### src/rtl/vis_pkg.sv
package vis_pkg;
  typedef enum logic [3:0] {
    ST_IDLE,
    ST_PUSH_F,
    ST_PUSH_CS,
    ST_PUSH_IP,
    ST_RD_IP,
    ST_RD_CS,
    ST_POP_IP,
    ST_POP_CS,
    ST_POP_F
  } vis_state_e;
endpackage

### src/rtl/vis_phys_addr.sv
module vis_phys_addr #(
  parameter int AW = 20,
  parameter int WW = 16
) (
  input  logic [WW-1:0] seg,
  input  logic [WW-1:0] off,
  output logic [AW-1:0] phys
);
  localparam int SHIFT = 4;
  localparam int SW    = WW + SHIFT;

  logic [SW-1:0] sum;

  // base*16 + offset, truncated to the address width (wraps)
  assign sum  = {seg, {SHIFT{1'b0}}} + {{SHIFT{1'b0}}, off};
  assign phys = sum[AW-1:0];
endmodule

### src/rtl/vis_step_ctrl.sv
module vis_step_ctrl
  import vis_pkg::*;
(
  input  logic       clk,
  input  logic       rst_n,
  input  logic       entry_req,
  input  logic       ret_req,
  input  logic       mem_ready,
  output vis_state_e state,
  output logic       start_entry,
  output logic       start_ret,
  output logic       step,
  output logic       done
);
  vis_state_e state_d;
  logic       last;

  assign start_entry = (state == ST_IDLE) && entry_req;
  assign start_ret   = (state == ST_IDLE) && !entry_req && ret_req;
  assign step        = (state != ST_IDLE) && mem_ready;
  assign last        = step && ((state == ST_RD_CS) || (state == ST_POP_F));

  always_comb begin
    state_d = state;
    case (state)
      ST_IDLE: begin
        if (entry_req)    state_d = ST_PUSH_F;
        else if (ret_req) state_d = ST_POP_IP;
      end
      ST_PUSH_F:  if (mem_ready) state_d = ST_PUSH_CS;
      ST_PUSH_CS: if (mem_ready) state_d = ST_PUSH_IP;
      ST_PUSH_IP: if (mem_ready) state_d = ST_RD_IP;
      ST_RD_IP:   if (mem_ready) state_d = ST_RD_CS;
      ST_RD_CS:   if (mem_ready) state_d = ST_IDLE;
      ST_POP_IP:  if (mem_ready) state_d = ST_POP_CS;
      ST_POP_CS:  if (mem_ready) state_d = ST_POP_F;
      ST_POP_F:   if (mem_ready) state_d = ST_IDLE;
      default:    state_d = ST_IDLE;
    endcase
  end

  always_ff @(posedge clk or negedge rst_n) begin
    if (!rst_n) begin
      state <= ST_IDLE;
      done  <= 1'b0;
    end else begin
      state <= state_d;
      done  <= last;
    end
  end

  AST_DONE_SINGLE: assert property (@(posedge clk) disable iff (!rst_n)
    done |=> !done);

  AST_DONE_AFTER_READ: assert property (@(posedge clk) disable iff (!rst_n)
    done |-> $past(mem_ready));
endmodule

### src/rtl/vis_top.sv
module vis_top
  import vis_pkg::*;
#(
  parameter int AW = 20,
  parameter int WW = 16,
  parameter int VW = 8,
  parameter int IF_BIT = 9,
  parameter int TF_BIT = 8
) (
  input  logic          clk,
  input  logic          rst_n,
  input  logic          entry_req,
  input  logic          ret_req,
  input  logic [VW-1:0] vec_num,
  input  logic [WW-1:0] cur_cs,
  input  logic [WW-1:0] cur_ss,
  input  logic [WW-1:0] cur_sp,
  input  logic [WW-1:0] cur_flags,
  input  logic [WW-1:0] ret_ip,
  input  logic          mem_ready,
  input  logic [WW-1:0] mem_rdata,
  output logic          mem_rd,
  output logic          mem_wr,
  output logic [AW-1:0] mem_addr,
  output logic [WW-1:0] mem_wdata,
  output logic [WW-1:0] new_cs,
  output logic [WW-1:0] new_ip,
  output logic [WW-1:0] new_sp,
  output logic [WW-1:0] new_flags,
  output logic          busy,
  output logic          done
);
  localparam int          PAD   = AW - VW - 2;
  localparam logic [WW-1:0] WSTEP = WW'(2);
  localparam logic [WW-1:0] MASK  = ~((WW'(1) << IF_BIT) | (WW'(1) << TF_BIT));

  // reset: asserted at once, released on a clock edge
  logic [1:0] rsync_q;
  logic       arst_n;
  always_ff @(posedge clk or negedge rst_n) begin
    if (!rst_n) rsync_q <= 2'b00;
    else        rsync_q <= {rsync_q[0], 1'b1};
  end
  assign arst_n = rsync_q[1];

  vis_state_e state;
  logic start_entry, start_ret, step;

  vis_step_ctrl u_ctrl (
    .clk        (clk),
    .rst_n      (arst_n),
    .entry_req  (entry_req),
    .ret_req    (ret_req),
    .mem_ready  (mem_ready),
    .state      (state),
    .start_entry(start_entry),
    .start_ret  (start_ret),
    .step       (step),
    .done       (done)
  );

  logic [WW-1:0] ss_q, sp_q, cs_q, ip_q, fl_q;
  logic [VW-1:0] vec_q;
  logic          is_entry_q;
  logic          pushing, vec_rd;
  logic [WW-1:0] stk_off;
  logic [AW-1:0] stk_addr, vec_addr;

  assign pushing = (state == ST_PUSH_F) || (state == ST_PUSH_CS) || (state == ST_PUSH_IP);
  assign vec_rd  = (state == ST_RD_IP) || (state == ST_RD_CS);
  assign stk_off = pushing ? (sp_q - WSTEP) : sp_q;

  vis_phys_addr #(.AW(AW), .WW(WW)) u_stk_addr (
    .seg (ss_q),
    .off (stk_off),
    .phys(stk_addr)
  );

  assign vec_addr = {{PAD{1'b0}}, vec_q, (state == ST_RD_CS), 1'b0};

  always_comb begin
    mem_wr    = pushing;
    mem_rd    = (state != ST_IDLE) && !pushing;
    mem_addr  = vec_rd ? vec_addr : stk_addr;
    case (state)
      ST_PUSH_F:  mem_wdata = fl_q;
      ST_PUSH_CS: mem_wdata = cs_q;
      ST_PUSH_IP: mem_wdata = ip_q;
      default:    mem_wdata = '0;
    endcase
  end

  // working registers: clock enable is start or a completed access
  always_ff @(posedge clk or negedge arst_n) begin
    if (!arst_n) begin
      ss_q       <= '0;
      sp_q       <= '0;
      cs_q       <= '0;
      ip_q       <= '0;
      fl_q       <= '0;
      vec_q      <= '0;
      is_entry_q <= 1'b0;
    end else if (start_entry || start_ret) begin
      ss_q       <= cur_ss;
      sp_q       <= cur_sp;
      cs_q       <= cur_cs;
      ip_q       <= ret_ip;
      fl_q       <= cur_flags;
      vec_q      <= vec_num;
      is_entry_q <= start_entry;
    end else if (step) begin
      case (state)
        ST_PUSH_F: begin
          sp_q <= sp_q - WSTEP;
          fl_q <= fl_q & MASK;   // masked only after the old copy is stored
        end
        ST_PUSH_CS, ST_PUSH_IP: sp_q <= sp_q - WSTEP;
        ST_RD_IP:  ip_q <= mem_rdata;
        ST_RD_CS:  cs_q <= mem_rdata;
        ST_POP_IP: begin
          ip_q <= mem_rdata;
          sp_q <= sp_q + WSTEP;
        end
        ST_POP_CS: begin
          cs_q <= mem_rdata;
          sp_q <= sp_q + WSTEP;
        end
        ST_POP_F: begin
          fl_q <= mem_rdata;
          sp_q <= sp_q + WSTEP;
        end
        default: ;
      endcase
    end
  end

  assign new_cs    = cs_q;
  assign new_ip    = ip_q;
  assign new_sp    = sp_q;
  assign new_flags = fl_q;
  assign busy      = (state != ST_IDLE);

  // checker state: stack pointer at the start of the running sequence
  logic [WW-1:0] sp_start_q;
  always_ff @(posedge clk or negedge arst_n) begin
    if (!arst_n)                      sp_start_q <= '0;
    else if (start_entry || start_ret) sp_start_q <= cur_sp;
  end

  AST_STALL_HOLD: assert property (@(posedge clk) disable iff (!arst_n)
    (mem_rd || mem_wr) && !mem_ready |=>
      $stable(mem_addr) && $stable(mem_wdata) && $stable(mem_rd) && $stable(mem_wr));

  AST_ONE_DIR: assert property (@(posedge clk) disable iff (!arst_n)
    !(mem_rd && mem_wr));

  AST_ENTRY_MASKED: assert property (@(posedge clk) disable iff (!arst_n)
    done && is_entry_q |-> !new_flags[IF_BIT] && !new_flags[TF_BIT]);

  AST_VEC_IN_TABLE: assert property (@(posedge clk) disable iff (!arst_n)
    vec_rd |-> mem_addr[AW-1:VW+2] == '0 && !mem_addr[0]);

  AST_ENTRY_SP: assert property (@(posedge clk) disable iff (!arst_n)
    done && is_entry_q |-> new_sp == sp_start_q - WW'(6));

  AST_RET_SP: assert property (@(posedge clk) disable iff (!arst_n)
    done && !is_entry_q |-> new_sp == sp_start_q + WW'(6));

  AST_BUSY_IGNORE: assert property (@(posedge clk) disable iff (!arst_n)
    busy && (entry_req || ret_req) |=> $stable(is_entry_q) && $stable(sp_start_q));
endmodule

### config.mk
export PLATFORM = sky130hd
export DESIGN_NAME = vis_top
export DESIGN_NICKNAME = d
export VERILOG_FILES = /design/src/rtl/vis_pkg.sv /design/src/rtl/vis_phys_addr.sv /design/src/rtl/vis_step_ctrl.sv /design/src/rtl/vis_top.sv
export SDC_FILE = /design/constraint.sdc
export NUM_CORES = 1
export LEC_CHECK = 0
export CAP_MARGIN = 20
export CORE_AREA = 2 2 153 125
export DETAILED_ROUTE_END_ITERATION = 6
export DIE_AREA = 0 0 155 127
export PLACE_DENSITY = 0.66
export SETUP_SLACK_MARGIN = 0.4
export SLEW_MARGIN = 20
export SYNTH_ARGS = -nofsm -noshare
export SYNTH_HDL_FRONTEND = slang
export SYNTH_SLANG_ARGS = --single-unit
### constraint.sdc
create_clock -name clk -period 4.6 [get_ports clk]
set_input_delay 0.69 -clock clk [delete_from_list [all_inputs] [get_ports clk]]
set_output_delay 0.69 -clock clk [all_outputs]
set_load 0.01 [all_outputs]
; After elaboration in Yosys (flattened, before gate mapping)
; Index checks and enable logic that the tools add are counted.
[op_classes]
addsub = 3
n_eq_ne = 17
n_mux = 25
reduce_logical = 32
[ops]
columns = op, n
row1 = 16-bit two-way mux, 11
row2 = 16-bit case mux with 2 select lines, 2
row3 = 16-bit case mux with 3 select lines, 1
row4 = 4-bit two-way mux, 9
row5 = 4-bit case mux with 8 select lines, 1
row6 = 20-bit by 16-bit adder with 20-bit output, 1
row7 = 20-bit two-way mux, 1
row8 = 16-bit by 2-bit adder with 16-bit output (second input constant), 1
row9 = 4-bit by 3-bit equality test with 1-bit output (second input constant), 4
row10 = 16-bit by 2-bit subtractor with 16-bit output (second input constant), 1
row11 = 2-bit inequality test (second input constant), 6
row12 = 4-bit by 2-bit equality test with 1-bit output (second input constant), 2
row13 = 2-bit AND reduction, 4
row14 = 8-bit AND reduction, 1
row15 = 2-bit nonzero test, 4
row16 = 1-bit logical AND, 6
row17 = 3-bit nonzero test, 2
row18 = 2-bit OR reduction, 3
row19 = 3-bit OR reduction, 2
row20 = 1-bit logical OR, 5
row21 = 4-bit by 1-bit equality test with 1-bit output (second input constant), 1
row22 = 4-bit equality test (second input constant), 1
row23 = 4-bit logical NOT, 1
row24 = 2-bit by 1-bit inequality test with 1-bit output (second input constant), 2
row25 = other kinds (4), 5
[totals]
word_cells = 87
out_inout_bits = 104
ff_bits = 95
in_bits = 109

; Depth between registers and ports, before layout
; Gate-level depths: netlist of the first run.
[depth]
ltp_word = 6
depth_mapped = 14
depth_no_buf = 14

; Cells and area by module
; A second synthesis of the first run with hierarchy kept.
[hier_totals]
cells_unflattened = 749
hier_area_um2 = 6477.5
[modules_own_cells]
columns = mod, n_inst, cells_each, area_each_um2, seq_area_each_um2
row1 = vis_top, 1, 600, 5265.0, 2252.2
row2 = vis_phys_addr, 1, 110, 838.3, 0.0
row3 = vis_step_ctrl, 1, 39, 374.1, 125.1

; Worst setup path after synthesis of the first run
; OpenSTA, ideal clock, no wires.
[synth_timing]
path_type = flip-flop to output port
startpoint = reg u_ctrl.state[1]
endpoint = out mem_addr[16]
slack_ns = 0.731
path_stages_with_launch = 15
path_buffers = 2
arrival_ns = 3.179
t_required_ns = 3.910
path_cell_list = dfrtp_1 -> buf_2 -> buf_2 -> o21ai_2 -> clkinv_1 -> nand2_1 -> xnor2_1 -> ha_1 -> fa_1 -> a21o_1 -> nand4_1 -> a21oi_1 -> o31a_1 -> o21a_1 -> nor3_1
[synth_via]
elab_chain_cells = 6
word_cells_on_any_way = 11
cone_classes = 1 x add/sub / 5 x eq/ne / 2 x mux / 3 x reduce/logical
[synth_rtl]
columns = element, line
row1 = "start, declared", vis_step_ctrl.sv:9  ; output vis_state_e state,
row2 = "start signal, assigned", vis_step_ctrl.sv:47  ; state <= state_d;
row3 = 4-bit by 1-bit equality test with 1-bit output or 4-bit by 2-bit equality test with 1-bit output (tied branches), vis_top.sv:69  ; assign pushing = (state == ST_PUSH_F) || (state == ST_PUSH_CS) || (state == ST_PUSH_IP);
row4 = 1-bit logical OR, vis_top.sv:69
row5 = 1-bit logical OR (*), vis_top.sv:69
row6 = via mem_wr, vis_top.sv:23  ; output logic mem_wr,
row7 = 16-bit two-way mux (*), vis_top.sv:71  ; assign stk_off = pushing ? (sp_q - WSTEP) : sp_q;
row8 = 20-bit by 16-bit adder with 20-bit output (*), vis_phys_addr.sv:15  ; assign sum = {seg, {SHIFT{1'b0}}} + {{SHIFT{1'b0}}, off};
row9 = 20-bit two-way mux (*), vis_top.sv:84  ; mem_addr = vec_rd ? vec_addr : stk_addr;
row10 = "end, declared", vis_top.sv:24  ; output logic [AW-1:0] mem_addr,
; Mark *: on every way through the listed nets, which the timed path passes. The rest lies on a longest branch.

; Worst setup path after layout of the first run
[layout_timing]
startpoint = reg sp_q[2], in the netlist new_sp[2]
endpoint = out mem_addr[17]
[layout_via]
elab_chain_cells = 4
[layout_rtl]
columns = element, line
row1 = "start, declared", vis_top.sv:62  ; logic [WW-1:0] ss_q, sp_q, cs_q, ip_q, fl_q;
row2 = "start signal, assigned", vis_top.sv:105  ; sp_q <= cur_sp;
row3 = "start signal, assigned", vis_top.sv:114  ; sp_q <= sp_q - WSTEP;
row4 = "start signal, assigned", vis_top.sv:117  ; ST_PUSH_CS, ST_PUSH_IP: sp_q <= sp_q - WSTEP;
row5 = 16-bit by 2-bit subtractor with 16-bit output, vis_top.sv:71
row6 = 16-bit two-way mux (*), vis_top.sv:71
row7 = 20-bit by 16-bit adder with 20-bit output (*), vis_phys_addr.sv:15
row8 = 20-bit two-way mux (*), vis_top.sv:84
; Mark *: on every way between the ends. The rest lies on a longest branch, timed or not.

==> qor.yml, run 1 <==
min_path:
  timing.hold.worst_endpoint: "rsync_q[1]$_DFF_PN0_"
  hold_path_class: "flop to flop"
  holdPathStages: 0
  hp-start: "rsync_q[0]$_DFF_PN0_"
clock_network:
  cts-buffers-inserted: 9
  tritoncts_clock_tree: "built"
  reg_clk_slew_reported_paths_ps: 70
  clk_root_buffer_cell: "sky130_fd_sc_hd__clkbuf_16"
  htree_levels: 3
  cts_hold_repair.buffers: 0
  clock_path_buffers: 2
  clock_sink_count: 95
  clkLatencyLatePin_ps: 350
power_and_ir_drop:
  power.combinational.fraction_pct: 67.0
  power_frac_seq_pct: 21.6
  peakVddDrop_mv: 0.352
  power-per-cell-area_nw_per_um2: 803
  power_report.internal_total_w: 0.00420
  p_clk_share_pct: 11.5
  power_switching_share_pct: 44.6
  switchingPower_w: 0.00339
  power.leakage_nw: 4.01
place:
  place_ws_ps: 194
  dp_hpwl_mm: 14.9
  portBuffers: 212
  gp_congestion: 0.838
  placedCellCount: 1181
outcome:
  run_status: "complete, no violations"
die:
  core.rowCount: 44
  io_pins: 213
  start_util_pct: 35.0
  chipHeight_um: 127
  chipWidth_um: 155
  die-area_um2: 19700
  placeable_core_region_um2: 18000
worst_setup_path:
  path_max_fanout: 4
  worst_path_largest_cell_delay_ps: 400
  crit_path_cell_trace: "inv_2 -> ha_4 -> or3b_4 -> nor3_4 -> nand2_2 -> nor2_2 -> xor2_1 -> ha_2 -> o21ai_2 -> a21oi_2 -> nand4_1 -> buf_4 -> a311oi_2 -> a21oi_1 -> o21ai_1 -> buf_2"
  reg2reg_capture_point: "new_sp[7]$_DFFE_PN0P_"
  worstPathRequired_ps: 3910
  critical_path.startpoint_type: "flop"
  end_kind: "output port"
  r2r.worst_path.cells: 8
  register_to_register_path_setup_slack_ps: 2000
  regToRegStartpoint: "u_ctrl.state[3]$_DFFE_PN0P_"
  critPathKind: "flop to output port"
  worstPathArrival_ps: 3520
  slowest_cell_on_crit_path: "sky130_fd_sc_hd__or3b_4"
sta:
  timing.final.ws_setup_ps: 391
  final-hold-violation-count: 0
  grt_setup_unrepaired: "yes"
  worst_clock_skew_ps: 6.01
  tightest_slew_ps: 919
  setup-violations-final: 0
  max_freq_ghz: 0.238
  slew_limit_headroom_pct: 38.7
  layout_worst_path_cycle_share_pct: 91.5
  timing.setup.tns_ps: 0
  final_max_slew_viol_count: 0
  fin_crit_ps: 4210
synthesis:
  syn_area_per_cell_um2: 8.22
  synth-edff-count: 0
  synth_top_family_by_area: "simple AND/OR/NAND/NOR gates"
  synth_seq_area_share_pct: 37.8
  mappedNetlistArea_um2: 6290
  xor_and_xnor_fraction_of_the_mapped_netlist_area_pct: 4.17
  area_fraction_in_compound_gates_after_synthesis_pct: 19.2
  syn-num-nets: 891
  synth-warning-count: 0
  dominantRegCellSynth: "sky130_fd_sc_hd__dfrtp_1"
  synthSimpleGateAreaFrac_pct: 22.3
  share_of_synthesized_cell_area_in_full_adder_half_adder_and_majority_cells_pct: 3.30
  synth.mux.area_fraction_pct: 8.49
  postSynthRegisterBits: 95
  ys_async_sr_fraction_pct: 100
  syn_inst: 766
  netlist-cell-type-count: 71
cells_and_area:
  post_synthesis_to_final_layout_area_growth_pct: 50.1
  multi_input_comb_area_um2: 3900
  final_common_cell: "sky130_fd_sc_hd__clkdlybuf4s50_1"
  antenna_cells: 0
  final_layout_size_suffix_gt1_share_pct: 14.3
  commonest_non_fill_non_tap_cells_in_the_layout: "200 x sky130_fd_sc_hd__clkdlybuf4s50_1, 142 x sky130_fd_sc_hd__nand2_1, 93 x sky130_fd_sc_hd__dfrtp_1"
  fin_nets: 1112
  fillCellCount: 1728
  final-seq-area_um2: 2380
  final_cell_count_without_fillers: 1222
route:
  routed_wire_length_mm: 21.6
  detail_route.iter0.violations: 349
  drc_violations: 0
  drt_pre_antenna_iters: 5
  via_per_inst: 5.33
  final_antenna_net_count: 0
  dr_total_vias: 6510
  wl_per_cell_um: 17.7
grt:
  gr-total-overflow: 0
  grt_pass1_wl_mm: 33.6
  antenna_found_initial: 0
  maximum_number_of_pins_on_one_net_before_global_route_repair: 65
  first_global_vias: 6278
  gr_usage_total_pct: 21.6
job:
  drv_cap: 0
worst max-delay path: cells and delay by family (launching register included):
family          cells  cell delay, ps
compound gates      5             670
xor+xnor            1              80
fa+ha+maj           2             500
buf+inv             3             430
simple gates        5            1080
flops               1             390
stage by stage:
| stage | hold WS (ps) | area [um^2] | util, % | power [W] |
|---|---|---|---|---|
| finish | 351 | 9440 | 52.5 | 0.00759 |
| global route | 381 | 9440 | 52.5 | 0.00815 |
| CTS | 355 | 9170 | 50.9 | 0.00734 |
| detailed placement | 340 | 8660 | 48.1 | 0.00633 |
| global placement | 335 | 8660 | 48.1 | 0.00629 |
| floorplan | 331 | 6290 | - | 0.00423 |
cell type report:
type / instances / share of cell area, %
Clock inverter: 6 / 1.15
Sequential cell: 95 / 25.2
Clock buffer: 10 / 2.42
Tap cell: 230 / 3.05
Multi-Input combinational cell: 606 / 41.3
Inverter: 10 / 0.397
Timing Repair Buffer: 265 / 26.5
metal layers:
metal / up-vias / track usage, % / share of wire (%)
met5: - / 0 / 0
met4: 0 / 5.99 / 1.7
met3: 27 / 6.92 / 9.3
met2: 291 / 34.6 / 46
met1: 3071 / 28.1 / 43
li1: 3121 / - / -
power groups by stage:
stage               combinational [W]  sequential (W)  clock (W)
floorplan                     0.00256         0.00167          0
global placement              0.00466         0.00162          0
detailed placement            0.00471         0.00163          0
CTS                           0.00482         0.00163   0.000887
global route                  0.00554         0.00170   0.000917
finish                        0.00508         0.00163   0.000869
sequential cells by signal, summed over array words and instances (netlist names):
| name | flops |
|---|---|
| u_ctrl.done | 1 |
| new_sp | 16 |
| new_ip | 16 |
| new_flags | 16 |
| u_ctrl.state | 4 |
| vec_q | 8 |
| new_cs | 16 |
| ss_q | 16 |
| rsync_q | 2 |
cell usage after synthesis (3+ instances only):
library cell / n / area, um^2
sky130_fd_sc_hd__a21oi_2: 3 / 26.3
sky130_fd_sc_hd__dfrtp_1: 95 / 2380
sky130_fd_sc_hd__o22ai_1: 5 / 31.3
sky130_fd_sc_hd__nand3b_1: 3 / 22.5
sky130_fd_sc_hd__o211ai_1: 3 / 22.5
sky130_fd_sc_hd__buf_4: 4 / 30.0
sky130_fd_sc_hd__nor3b_1: 4 / 30.0
sky130_fd_sc_hd__ha_1: 15 / 188
sky130_fd_sc_hd__mux2i_1: 50 / 500
sky130_fd_sc_hd__nor2_1: 89 / 334
sky130_fd_sc_hd__nand2_1: 148 / 556
sky130_fd_sc_hd__nor3_1: 14 / 70.1
sky130_fd_sc_hd__nand4_1: 5 / 31.3
sky130_fd_sc_hd__a31oi_1: 7 / 43.8
sky130_fd_sc_hd__buf_1: 4 / 15.0
sky130_fd_sc_hd__a21oi_1: 64 / 320
sky130_fd_sc_hd__o21ai_1: 8 / 40.0
sky130_fd_sc_hd__xor2_1: 16 / 140
sky130_fd_sc_hd__xnor2_1: 14 / 123
sky130_fd_sc_hd__buf_2: 23 / 115
sky130_fd_sc_hd__a211oi_1: 4 / 30.0
sky130_fd_sc_hd__a22oi_1: 16 / 120
sky130_fd_sc_hd__and3_1: 4 / 25.0
sky130_fd_sc_hd__clkbuf_1: 23 / 86.3
sky130_fd_sc_hd__a21o_1: 6 / 45.0
sky130_fd_sc_hd__nand3_1: 14 / 70.1
sky130_fd_sc_hd__a221oi_1: 3 / 26.3
sky130_fd_sc_hd__o21ai_0: 55 / 275
sky130_fd_sc_hd__inv_1: 8 / 30.0
sky130_fd_sc_hd__nor2b_1: 5 / 31.3
sky130_fd_sc_hd__nor4_1: 5 / 31.3
logic make-up (layout without fill, tap and decap cells):
family / count (synthesis) / after routing
other cells: 1 / 1
mux: 53 / 53
flops: 95 / 95
xor+xnor: 30 / 30
fa+ha+maj: 16 / 16
simple gates: 310 / 310
buf+inv: 65 / 291
compound gates: 196 / 196
what timing repair did:
item,CTS,global route
setup endpoints to repair,12,13
setup buffers,15,10
pin swaps,12,30
gates resized for setup,33,57
how the worst max path moves through the flow:
| stage | startpoint | end | slack, ps | cells past startpoint |
|---|---|---|---|---|
| final | new_sp[2]$_DFFE_PN0P_ | mem_addr[17] | 390 | 16 |
| after global routing | new_sp[2]$_DFFE_PN0P_ | mem_addr[17] | 200 | 16 |
| after CTS | new_sp[2]$_DFFE_PN0P_ | mem_addr[16] | 250 | 15 |
| after detailed placement | new_sp[2]$_DFFE_PN0P_ | mem_addr[16] | 190 | 15 |
| after global placement | new_sp[1]$_DFFE_PN0P_ | mem_addr[16] | 210 | 15 |
| after floorplan | u_ctrl.state[1]$_DFFE_PN0P_ | mem_addr[16] | 730 | 14 |
Note: power is estimated with default switching activity, not from simulation.
==> run 2: changes to the inputs <==
--- a/config.mk
+++ b/config.mk
@@ -7,6 +7,7 @@
 export LEC_CHECK = 0
 export CAP_MARGIN = 20
 export CORE_AREA = 2 2 153 125
+export CTS_CLUSTER_SIZE = 28
 export DETAILED_ROUTE_END_ITERATION = 6
 export DIE_AREA = 0 0 155 127
 export PLACE_DENSITY = 0.66
==> results of run 2 <==
No change in the layout: final DEF, timing and power equal those of run 1.
==> run 3: changes to the inputs <==
--- a/config.mk
+++ b/config.mk
@@ -12,7 +12,8 @@
 export DIE_AREA = 0 0 155 127
 export PLACE_DENSITY = 0.66
 export SETUP_SLACK_MARGIN = 0.4
-export SLEW_MARGIN = 20
+export SKIP_LAST_GASP = 1
+export SLEW_MARGIN = 40
 export SYNTH_ARGS = -nofsm -noshare
 export SYNTH_HDL_FRONTEND = slang
 export SYNTH_SLANG_ARGS = --single-unit
==> qor.yml, run 3 (synthesized netlist as in run 1, its figures left out) <==
die:
  io_pins: 213  # unchanged
  chipHeight_um: 127  # unchanged
  start_util_pct: 35.0  # unchanged
  core.rowCount: 44  # unchanged
  placeable_core_region_um2: 18000  # unchanged
  die-area_um2: 19700  # unchanged
  chipWidth_um: 155  # unchanged
worst_setup_path:
  worstPathArrival_ps: 3520  # about the same
  worstPathRequired_ps: 3910  # about the same
  end_kind: "output port"
  register_to_register_path_setup_slack_ps: 1950  # -50 ps
  critPathKind: "flop to output port"
  regToRegStartpoint: "u_ctrl.state[3]$_DFFE_PN0P_"
  critical_path.startpoint_type: "flop"
  worst_setup_path_startpoint: "new_sp[2]$_DFFE_PN0P_"
  path_max_fanout: 3  # -1
job:
  drv_cap: 0  # unchanged
place:
  placedCellCount: 1181  # unchanged
  gp_congestion: 0.838  # unchanged
  dp_hpwl_mm: 14.9  # unchanged
  portBuffers: 212  # unchanged
cells_and_area:
  fin_nets: 1114  # +0.18%
  commonest_non_fill_non_tap_cells_in_the_layout: "199 x sky130_fd_sc_hd__clkdlybuf4s50_1, 143 x sky130_fd_sc_hd__nand2_1, 93 x sky130_fd_sc_hd__dfrtp_1"
  post_synthesis_to_final_layout_area_growth_pct: 49.5
  utilization_pct: 52.3  # -0.21 points
  final_layout_size_suffix_gt1_share_pct: 13.5  # -0.83 points
  final_common_cell: "sky130_fd_sc_hd__clkdlybuf4s50_1"
  antenna_cells: 0  # unchanged
  final_cell_count_without_fillers: 1224  # +0.16%
clock_network:
  htree_levels: 3  # unchanged
  cts_hold_repair.buffers: 0  # unchanged
  clk_root_buffer_cell: "sky130_fd_sc_hd__clkbuf_16"
  cts-buffers-inserted: 9  # unchanged
  clkLatencyLatePin_ps: 350  # about the same
  clock_path_buffers: 2  # unchanged
  reg_clk_slew_reported_paths_ps: 70  # about the same
  tritoncts_clock_tree: "built"
  clock_sink_count: 95  # unchanged
route:
  dr_total_vias: 6483  # -0.41%
  via_per_inst: 5.30  # -0.58%
  drc_violations: 0  # unchanged
  final_antenna_net_count: 0  # unchanged
  wl_per_cell_um: 17.7  # +0.15%
  routed_wire_length_mm: 21.7  # +0.31%
  detail_route.iter0.violations: 365  # +4.6%
  drt_pre_antenna_iters: 5  # unchanged
sta:
  timing.setup.tns_ps: 0  # unchanged
  final_max_slew_viol_count: 0  # unchanged
  tightest_slew_ps: 813  # -106 ps
  setup-violations-final: 0  # unchanged
  fin_crit_ps: 4210  # +1.35 ps
  grt_setup_unrepaired: "yes"
  slew_limit_headroom_pct: 45.8  # +7.1 points
  worst_clock_skew_ps: 6.53  # +0.518 ps
  layout_worst_path_cycle_share_pct: 91.5  # about the same
  final-hold-violation-count: 0  # unchanged
  fin_worst_hold_slack_ps: 351  # -0.0700 ps
  max_freq_ghz: 0.238  # about the same
min_path:
  hp-start: "rsync_q[0]$_DFF_PN0_"
  hold_path_class: "flop to flop"
grt:
  first_global_vias: 6288  # +0.16%
  maximum_number_of_pins_on_one_net_before_global_route_repair: 65  # unchanged
  grt_pass1_wl_mm: 33.6  # -0.10%
  antenna_found_initial: 0  # unchanged
  gr-total-overflow: 0  # unchanged
  gr_usage_total_pct: 21.5  # -0.044 points
power_and_ir_drop:
  power-per-cell-area_nw_per_um2: 801  # -0.31%
  peakVddDrop_mv: 0.354  # +0.51%
  power.leakage_nw: 4.03  # +0.57%
outcome:
  run_status: "complete, no violations"
-- run 3: what timing repair did --
action | 4_1_cts | 5_1_grt
setup endpoints to repair | 11 | 13
setup buffers | 17 | 10
pin swaps | 14 | 22
gates resized for setup | 46 | 36
-- run 3: final timing paths --
path                                                  end  depth (start not counted)
min in group asynchronous            vec_q[3]$_DFFE_PN0N_                          0
max in group asynchronous       new_flags[15]$_DFFE_PN0P_                          1
worst min register to register       rsync_q[1]$_DFF_PN0_                          0
worst min-delay path                 rsync_q[1]$_DFF_PN0_                          0
worst max-delay path                         mem_addr[13]                         18
worst max register to register      new_sp[6]$_DFFE_PN0P_                          8
-- run 3: per-layer routing --
metal	vias to the layer above	GRT usage, %	part of all wire (%)
met2	249	34.5	46
met4	0	6.37	1.9
li1	3126	-	-
met1	3079	27.9	44
met5	-	0	0
met3	29	6.92	8.1
-- run 3: area by class of cell --
type	count	area [um^2]
Sequential cell	95	2380
Inverter	10	37.5
Clock inverter	6	109
Timing Repair Buffer	267	2520
Multi-Input combinational cell	606	3840
Tap cell	230	288
Fill cell	1748	8600
Clock buffer	10	229
-- run 3: through the flow --
step / power, W / setup WS [ps] / instance area, um^2
floorplan: 0.00423 / 731 / 6290
CTS: 0.00735 / 294 / 9200
global placement: 0.00629 / 206 / 8660
finish: 0.00753 / 390 / 9410
global route: 0.00809 / 202 / 9410
detailed placement: 0.00633 / 199 / 8660
-- run 3: power breakdown --
part	switching [W]	internal, W	leakage [nW]
combinational	0.00264	0.00239	2.72
sequential	0.000389	0.00124	1.15
clock	0.000340	0.000531	0.166
total	0.00337	0.00417	4.03
-- run 3: worst max-delay path: stages (launching register included) --
cell	delay [ps]
sky130_fd_sc_hd__dfrtp_1	390
sky130_fd_sc_hd__inv_2	80
sky130_fd_sc_hd__ha_4	130
sky130_fd_sc_hd__or3b_4	410
sky130_fd_sc_hd__nor3_4	210
sky130_fd_sc_hd__buf_4	170
sky130_fd_sc_hd__nand2_4	50
sky130_fd_sc_hd__xnor2_2	140
sky130_fd_sc_hd__ha_1	330
sky130_fd_sc_hd__o21ai_2	80
sky130_fd_sc_hd__o211ai_1	200
sky130_fd_sc_hd__nand4_1	170
sky130_fd_sc_hd__buf_4	170
sky130_fd_sc_hd__buf_4	120
sky130_fd_sc_hd__buf_4	120
sky130_fd_sc_hd__nand2_1	80
sky130_fd_sc_hd__xnor2_1	130
sky130_fd_sc_hd__nor2_1	50
sky130_fd_sc_hd__buf_2	140
